$ cat src/rtl/spe_pkg.sv
package spe_pkg;

  typedef enum logic [2:0] {
    ST_IDLE, ST_LOAD, ST_SHIFT, ST_PAGE, ST_PLOAD, ST_PSHIFT, ST_FIN, ST_GAP
  } spe_state_t;

  typedef enum logic [1:0] {K_NONE, K_CMD, K_PAGE} ctl_kind_t;

  // class of a control byte from its upper nibble
  function automatic ctl_kind_t decode_kind(input logic [3:0] nib);
    case (nib)
      4'h4, 4'h5: return K_CMD;
      4'h2, 4'h3: return K_PAGE;
      default:    return K_NONE;
    endcase
  endfunction

  // outgoing byte count from the two-bit length code
  function automatic logic [2:0] tx_count(input logic [1:0] code);
    case (code)
      2'd0: return 3'd1;
      2'd1: return 3'd2;
      2'd2: return 3'd4;
      default: return 3'd5;
    endcase
  endfunction

  // byte on the wire at position idx; address ports leave high offset first
  function automatic logic [7:0] pick_tx(input logic [1:0] code, input logic [2:0] idx,
                                         input logic [7:0] op, input logic [7:0] p2,
                                         input logic [7:0] p3, input logic [7:0] p4,
                                         input logic [7:0] p7);
    logic [7:0] b;
    b = 8'h00;
    if (idx == 3'd0) b = op;
    else if (code == 2'd1 && idx == 3'd1) b = p7;
    else if (code[1]) begin
      case (idx)
        3'd1: b = p4;
        3'd2: b = p3;
        3'd3: b = p2;
        3'd4: b = code[0] ? p7 : 8'h00;
        default: b = 8'h00;
      endcase
    end
    return b;
  endfunction

endpackage

$ cat src/rtl/spe_clkgen.sv
module spe_clkgen #(
  parameter int FAST_HALF = 2,
  parameter int SLOW_HALF = 4
) (
  input  logic clk,
  input  logic rst_n,
  input  logic en,
  input  logic fast,
  output logic tick
);
  localparam int MAXH = (FAST_HALF > SLOW_HALF) ? FAST_HALF : SLOW_HALF;
  localparam int CW   = $clog2(MAXH + 1);
  localparam logic [CW-1:0] FAST_END = CW'(FAST_HALF - 1);
  localparam logic [CW-1:0] SLOW_END = CW'(SLOW_HALF - 1);

  logic [CW-1:0] cnt_q;
  logic [CW-1:0] end_w;

  assign end_w = fast ? FAST_END : SLOW_END;
  assign tick  = en && (cnt_q == end_w);

  always_ff @(posedge clk or negedge rst_n) begin
    if (!rst_n)      cnt_q <= '0;
    else if (!en)    cnt_q <= '0;
    else if (tick)   cnt_q <= '0;
    else             cnt_q <= cnt_q + 1'b1;
  end
endmodule

$ cat src/rtl/spe_shifter.sv
module spe_shifter #(
  parameter int BITS = 8
) (
  input  logic            clk,
  input  logic            rst_n,
  input  logic            start,
  input  logic [BITS-1:0] tx_byte,
  input  logic            tick,
  input  logic            miso,
  output logic            active,
  output logic            done,
  output logic            sck,
  output logic            mosi,
  output logic [BITS-1:0] rx_byte
);
  localparam int BW = $clog2(BITS);
  localparam logic [BW-1:0] LAST = BW'(BITS - 1);

  logic [BITS-1:0] sr_q;
  logic [BW-1:0]   bit_q;

  assign mosi = sr_q[BITS-1];

  always_ff @(posedge clk or negedge rst_n) begin
    if (!rst_n) begin
      sr_q <= '0; bit_q <= '0; active <= 1'b0; done <= 1'b0;
      sck <= 1'b0; rx_byte <= '0;
    end else begin
      done <= 1'b0;
      if (start) begin
        sr_q <= tx_byte; bit_q <= '0; active <= 1'b1; sck <= 1'b0;
      end else if (active && tick) begin
        if (!sck) begin
          sck     <= 1'b1;
          rx_byte <= {rx_byte[BITS-2:0], miso};
        end else begin
          sck <= 1'b0;
          if (bit_q == LAST) begin
            active <= 1'b0;
            done   <= 1'b1;
          end else begin
            bit_q <= bit_q + 1'b1;
            sr_q  <= {sr_q[BITS-2:0], 1'b0};
          end
        end
      end
    end
  end
endmodule

$ cat src/rtl/spe_sequencer.sv
module spe_sequencer
  import spe_pkg::*;
(
  input  logic       clk,
  input  logic       rst_n,
  input  logic       ctl_wr,
  input  logic [7:0] ctl_val,
  input  logic       mem_wr,
  input  logic [7:0] mem_byte,
  input  logic [7:0] op,
  input  logic [7:0] p2,
  input  logic [7:0] p3,
  input  logic [7:0] p4,
  input  logic [7:0] p7,
  input  logic       sh_done,
  output logic       cs_n,
  output logic       busy,
  output logic       fast,
  output logic       sh_start,
  output logic [7:0] sh_tx,
  output logic       rx_we,
  output logic [1:0] rx_slot
);
  spe_state_t state_q;
  logic [2:0] n_tx_q, idx_q;
  logic [1:0] n_rx_q, code_q;
  logic       pmode_q;
  logic [7:0] pbyte_q;
  logic       last_w;
  logic [2:0] slot_w;
  ctl_kind_t  kind_w;

  assign kind_w   = decode_kind(ctl_val[7:4]);
  assign last_w   = ({1'b0, idx_q} + 4'd1) == ({1'b0, n_tx_q} + {2'b00, n_rx_q});
  assign slot_w   = idx_q - n_tx_q;
  assign rx_slot  = slot_w[1:0];
  assign rx_we    = (state_q == ST_SHIFT) && sh_done && (idx_q >= n_tx_q);
  assign busy     = (state_q != ST_IDLE) && (state_q != ST_PAGE);
  assign sh_start = (state_q == ST_LOAD) || (state_q == ST_PLOAD);
  assign sh_tx    = (state_q == ST_PLOAD) ? pbyte_q
                  : ((idx_q < n_tx_q) ? pick_tx(code_q, idx_q, op, p2, p3, p4, p7) : 8'h00);

  always_ff @(posedge clk or negedge rst_n) begin
    if (!rst_n) begin
      state_q <= ST_IDLE; cs_n <= 1'b1; fast <= 1'b0; pmode_q <= 1'b0;
      n_tx_q <= 3'd1; n_rx_q <= '0; code_q <= '0; idx_q <= '0; pbyte_q <= '0;
    end else begin
      case (state_q)
        ST_IDLE: if (ctl_wr && kind_w != K_NONE) begin
          fast    <= ctl_val[4];
          code_q  <= ctl_val[1:0];
          idx_q   <= '0;
          cs_n    <= 1'b0;
          pmode_q <= (kind_w == K_PAGE);
          n_tx_q  <= (kind_w == K_PAGE) ? 3'd1 : tx_count(ctl_val[1:0]);
          n_rx_q  <= (kind_w == K_PAGE) ? 2'd0 : ctl_val[3:2];
          state_q <= ST_LOAD;
        end
        ST_LOAD:  state_q <= ST_SHIFT;
        ST_SHIFT: if (sh_done) begin
          if (last_w) state_q <= pmode_q ? ST_PAGE : ST_FIN;
          else begin
            idx_q   <= idx_q + 1'b1;
            state_q <= ST_LOAD;
          end
        end
        ST_PAGE: begin
          if (mem_wr) begin
            pbyte_q <= mem_byte;
            state_q <= ST_PLOAD;
          end else if (ctl_wr && ctl_val == 8'h00) state_q <= ST_FIN;
        end
        ST_PLOAD:  state_q <= ST_PSHIFT;
        ST_PSHIFT: if (sh_done) state_q <= ST_PAGE;
        ST_FIN: begin
          cs_n    <= 1'b1;
          state_q <= ST_GAP;
        end
        default: state_q <= ST_IDLE;
      endcase
    end
  end
endmodule

$ cat src/rtl/spi_port_engine.sv
module spi_port_engine #(
  parameter int FAST_HALF = 2,
  parameter int SLOW_HALF = 4
) (
  input  logic       clk,
  input  logic       rst_n,
  input  logic       io_wr,
  input  logic [2:0] io_addr,
  input  logic [7:0] io_wdata,
  output logic [7:0] io_rdata,
  input  logic       mem_wr,
  input  logic [7:0] mem_wdata,
  output logic       spi_sck,
  output logic       spi_cs_n,
  output logic       spi_mosi,
  input  logic       spi_miso
);
  logic [7:0] p1_q, p2_q, p3_q, p4_q, p5_q, p6_q, p7_q;
  logic       busy_w, fast_w, tick_w, sh_active_w, sh_done_w, sh_start_w;
  logic       rx_we_w, ctl_wr_w, port_wr_w;
  logic [1:0] rx_slot_w;
  logic [7:0] sh_tx_w, sh_rx_w;
  logic [31:0] bank_view;

  assign port_wr_w = io_wr && !busy_w;
  assign ctl_wr_w  = port_wr_w && (io_addr == 3'd0);
  assign bank_view = {p1_q, p2_q, p3_q, p4_q};

  always_ff @(posedge clk or negedge rst_n) begin
    if (!rst_n) begin
      p1_q <= '0; p2_q <= '0; p3_q <= '0; p4_q <= '0;
      p5_q <= '0; p6_q <= '0; p7_q <= '0;
    end else if (rx_we_w) begin
      case (rx_slot_w)
        2'd0:    p5_q <= sh_rx_w;
        2'd1:    p6_q <= sh_rx_w;
        default: p7_q <= sh_rx_w;
      endcase
    end else if (port_wr_w) begin
      case (io_addr)
        3'd1: p1_q <= io_wdata;
        3'd2: p2_q <= io_wdata;
        3'd3: p3_q <= io_wdata;
        3'd4: p4_q <= io_wdata;
        3'd7: p7_q <= io_wdata;
        default: ;
      endcase
    end
  end

  always_comb begin
    case (io_addr)
      3'd0: io_rdata = {busy_w, 7'b0};
      3'd1: io_rdata = p1_q;
      3'd2: io_rdata = p2_q;
      3'd3: io_rdata = p3_q;
      3'd4: io_rdata = p4_q;
      3'd5: io_rdata = p5_q;
      3'd6: io_rdata = p6_q;
      default: io_rdata = p7_q;
    endcase
  end

  spe_sequencer seq_i (
    .clk(clk), .rst_n(rst_n), .ctl_wr(ctl_wr_w), .ctl_val(io_wdata),
    .mem_wr(mem_wr), .mem_byte(mem_wdata), .op(p1_q), .p2(p2_q), .p3(p3_q),
    .p4(p4_q), .p7(p7_q), .sh_done(sh_done_w), .cs_n(spi_cs_n), .busy(busy_w),
    .fast(fast_w), .sh_start(sh_start_w), .sh_tx(sh_tx_w), .rx_we(rx_we_w),
    .rx_slot(rx_slot_w)
  );

  spe_clkgen #(.FAST_HALF(FAST_HALF), .SLOW_HALF(SLOW_HALF)) clk_i (
    .clk(clk), .rst_n(rst_n), .en(sh_active_w), .fast(fast_w), .tick(tick_w)
  );

  spe_shifter #(.BITS(8)) sh_i (
    .clk(clk), .rst_n(rst_n), .start(sh_start_w), .tx_byte(sh_tx_w),
    .tick(tick_w), .miso(spi_miso), .active(sh_active_w), .done(sh_done_w),
    .sck(spi_sck), .mosi(spi_mosi), .rx_byte(sh_rx_w)
  );
endmodule

$ cat config.mk
export PLATFORM = sky130hd
export DESIGN_NAME = spi_port_engine
export DESIGN_NICKNAME = d
export VERILOG_FILES = /design/src/rtl/spe_pkg.sv /design/src/rtl/spe_clkgen.sv /design/src/rtl/spe_shifter.sv /design/src/rtl/spe_sequencer.sv /design/src/rtl/spi_port_engine.sv
export SDC_FILE = /design/constraint.sdc
export NUM_CORES = 1
export LEC_CHECK = 0
export ABC_AREA = 0
export BUFFER_PORTS_ARGS = -buffer_cell sky130_fd_sc_hd__buf_2
export CORE_MARGIN = 3
export CORE_UTILIZATION = 25
export DETAILED_ROUTE_END_ITERATION = 10
export PLACE_DENSITY = 0.49
export SLEW_MARGIN = 20
export SYNTH_ARGS = -nofsm -noshare
export SYNTH_HDL_FRONTEND = slang
export SYNTH_SLANG_ARGS = --single-unit
$ cat constraint.sdc
create_clock -name clk -period 5.2 [get_ports clk]
set_input_delay 0.26 -clock clk [delete_from_list [all_inputs] [get_ports clk]]
set_output_delay 0.26 -clock clk [all_outputs]
set_load 0.01 [all_outputs]
==> qor.csv <==
stage,metric,value,unit
run_status,outcome,"finished, final reports clean",
clock_network,numCtsBuffers,9,
die,num_rows,54,
die,die_y,156,um
die,die_area,0.0244,mm^2
layout,drive_above_1_share,28.0,%
clock_network,htree_levels,3,
logic_synthesis,async_reset_ff_share,100,%
timing,drv_slew,0,
timing,worst_pin_slew,1.03,ns
worst_setup_path,r2r_slack,2.02,ns
logic_synthesis,synth_edf_count,0,
logic_synthesis,netlist.area_leader.share,45.8,%
power,power_density,363,mW/mm^2
power,p_clk_share,30.2,%
clock_network,cts_tree,built,
routing,vias,4127,
layout,syn2layout_area_growth,13.6,%
logic_synthesis,synth_area_leaders,"dfrtp_1 (46%), mux2_2 (16%), ha_1 (3.8%)",
power,ir_drop,162,uV
clock_network,clk_pin_slew,0.07,ns
placement,dp_hpwl,11400,um
logic_synthesis,synth_top_area_cell,dfrtp_1,
routing,antenna_left,0,
worst_setup_path,r2r_start,seq_i.state_q[1],
routing,dr.pass1.iters,7,
global_route,grt_pass1_vias,4156,
die,die_x,156,um
timing,grt_setup_unrepaired,no,
routing,drcViolationCount,0,
min_path,hold_depth,2,
routing,first_iter_violations,385,
worst_setup_path,worstSetupPathType,flip-flop to flip-flop,
global_route,grt_pass1_wl,24100,um
worst_setup_path,arrival,3.42,ns
placement,dp_slack,2.05,ns
clock_network,post-cts-setup-buffers,0,
timing,setup_viol,0,
timing,fin_skew,0.0132,ns
global_route,antenna_found_initial,0,
clock_network,cts_buffer_depth,2,
die,io_pins,35,
global_route,grt_overflow_total,0,
worst_setup_path,r2r-end,p5_q[3],
min_path,hp-class,input port to flip-flop,
global_route,grt_max_degree,64,
clock_network,cts_root_buf,clkbuf_16,
worst_setup_path,r2r_cells,5,
logic_synthesis,yosysWarnings,0,
logic_synthesis,syn_nets,533,
global_route,grt_usage,12.9,%
job,cap_violations,0,
logic_synthesis,synth-seq-cells,105,
timing,layout_setup_ws,2.02,ns
timing,hold_viol,0,
worst_setup_path,cp_cell_sequence,nor2b_1 -> nand3_1 -> or3_1 -> nor3b_2 -> mux2_2,
clock_network,cts_sinks,105,
layout,antenna_cells,0,
clock_network,clk_latency,0.36,ns
worst_setup_path,cp-end-kind,flip-flop,
logic_synthesis,mappedNetlistArea,0.00563,mm^2
placement,gp_congestion,0.870,
worst_setup_path,cp_max_fo,20,
timing,fmax,315,MHz
timing,setup_tns,0,ns
worst_setup_path,cp.required,5.44,ns
power,switching_share,31.2,%
logic_synthesis,netlist_instances,491,
worst_setup_path,critPathSlowestCell,dfrtp_1,
logic_synthesis,syn_area_per_cell,11.5,um^2
worst_setup_path,crit_start,seq_i.state_q[1],
clock_network,cts_resized,0,
timing,post-route-min-period,3.18,ns
worst_setup_path,max_stage_delay,0.70,ns
logic_synthesis,seq_area_frac_synth,46.7,%
power,p_switching,725,uW
timing,slew_headroom,31.1,%
placement,portBuffers,34,
power,p_comb_share,22.9,%
power,leakagePower,2.86,nW
worst_setup_path,cp-start-kind,flip-flop,
timing,timing.final.crit_share,61.1,%
logic_synthesis,synth.distinct_cells,56,
routing,via_per_inst,5.15,
routing,drt-total-wl,15500,um
power,pwr-share-seq,46.9,%
routing,wl_per_cell,19.3,um
die,core-area,0.0220,mm^2
worst_setup_path,crit_path_end,p5_q[3],
die,start_util,25.6,%
power,p_int,1.60,mW
layout,nets,559,
logic_synthesis,yosys_most_used_dff,dfrtp_1,
[cell type report]
cell class | instances | area [um^2]
tap | 280 | 350
fill | 2229 | 15600
timing repair buffer | 38 | 205
multi-input combinational | 343 | 2840
inverter | 20 | 75.1
clock inverter | 5 | 61.3
sequential | 105 | 2630
clock buffer | 10 | 239
[cells by family after synthesis]
family / Yosys count / synth area share, %
simple gates: 123 / 11.4
flops: 105 / 46.7
mux: 102 / 21.4
compound gates: 91 / 11.6
buf+inv: 43 / 3.13
fa+ha+maj: 18 / 4.13
xor+xnor: 9 / 1.67
[routing by layer]
metal  share of wire (%)  global-route usage [%]  up-vias
met4                 2.2                    4.42        0
met2                  47                    20.3      117
li1                    -                       -     1873
met1                  45                    17.5     2116
met3                 4.9                    2.94       21
met5                   0                       0        -
[stage by stage]
stage | instance area, um^2 | hold WS [ns] | instances | power, mW | util (%)
after floorplan | 5630 | -0.0356 | 491 | 1.43 | -
after global placement | 6080 | 0.280 | 785 | 1.62 | 27.7
after detailed placement | 6080 | 0.294 | 785 | 1.64 | 27.7
after CTS | 6390 | 0.123 | 801 | 2.35 | 29.1
after global routing | 6400 | 0.129 | 801 | 2.46 | 29.1
final | 6400 | 0.134 | 801 | 2.32 | 29.1
[placed cells by master, fill, tap and decap left out, types with 3 or more instances in the layout]
master	netlist	routed
a211oi_1	4	4
a21o_1	5	5
a21oi_1	8	8
a221oi_1	10	10
a222oi_1	10	10
and3_1	3	3
buf_2	0	33
buf_4	0	4
clkbuf_16	0	9
dfrtp_1	103	103
ha_1	17	17
inv_1	20	20
inv_6	0	3
mux2_2	82	82
mux2i_1	14	14
mux4_2	4	4
nand2_1	34	34
nand2b_1	9	9
nand3_1	7	7
nand4_1	3	3
nor2_1	24	24
nor2b_1	11	11
nor3_1	11	10
nor3b_2	3	4
nor4_1	6	6
o21a_1	5	5
o21ai_0	28	28
o221ai_1	4	4
xnor2_1	4	4
xor2_1	4	4
[state kept, by name (all words and copies together) (netlist names), 2 cells and up]
name	count
p1_q	8
seq_i.n_rx_q	2
sh_i.bit_q	3
p3_q	8
seq_i.n_tx_q	3
sh_i.rx_byte	8
seq_i.code_q	2
seq_i.pbyte_q	8
seq_i.state_q	3
p2_q	8
p5_q	8
seq_i.idx_q	3
p7_q	8
p4_q	8
p6_q	8
clk_i.cnt_q	3
sh_i.sr_q	8
[how the worst min path moves through the flow]
stage          startpoint              end  slack (ns)
2_1_floorplan       rst_n   clk_i.cnt_q[0]       -0.04
3_3_place_gp        rst_n    seq_i.pmode_q        0.28
3_5_place_dp        rst_n  seq_i.n_rx_q[1]        0.29
4_1_cts          spi_miso  sh_i.rx_byte[0]        0.12
5_1_grt          spi_miso  sh_i.rx_byte[0]        0.13
6_report         spi_miso  sh_i.rx_byte[0]        0.13
[Yosys cell counts, types with 4 or more instances]
| master | instances |
|---|---|
| a211oi_1 | 4 |
| a21o_1 | 5 |
| a21oi_1 | 8 |
| a221oi_1 | 10 |
| a222oi_1 | 10 |
| clkbuf_1 | 18 |
| dfrtp_1 | 103 |
| ha_1 | 17 |
| inv_1 | 20 |
| mux2_2 | 82 |
| mux2i_1 | 14 |
| mux4_2 | 4 |
| nand2_1 | 34 |
| nand2b_1 | 9 |
| nand3_1 | 7 |
| nor2_1 | 24 |
| nor2b_1 | 11 |
| nor3_1 | 11 |
| nor4_1 | 6 |
| o21a_1 | 5 |
| o21ai_0 | 28 |
| o221ai_1 | 4 |
| xnor2_1 | 4 |
| xor2_1 | 4 |
[what timing repair did]
| item | 4_1_cts | 5_1_grt |
|---|---|---|
| hold buffers | 1 | 0 |
| setup endpoints to repair | 0 | 0 |
| endpoints found under the hold margin | 40 | 0 |
[worst max-delay path: cells and delay by family, from the launching register on]
family,cells,cell delay (ns)
flops,1,0.70
mux,1,0.41
simple gates,4,1.95
[power groups by stage]
| stage | Combinational [mW] | Clock, mW | Sequential (mW) |
|---|---|---|---|
| after floorplan | 0.385 | 0 | 1.05 |
| after global placement | 0.519 | 0 | 1.10 |
| after detailed placement | 0.534 | 0 | 1.10 |
| after CTS | 0.537 | 0.723 | 1.09 |
| after global routing | 0.593 | 0.759 | 1.11 |
| final | 0.531 | 0.702 | 1.09 |
Power figures use the tool's default switching activity.
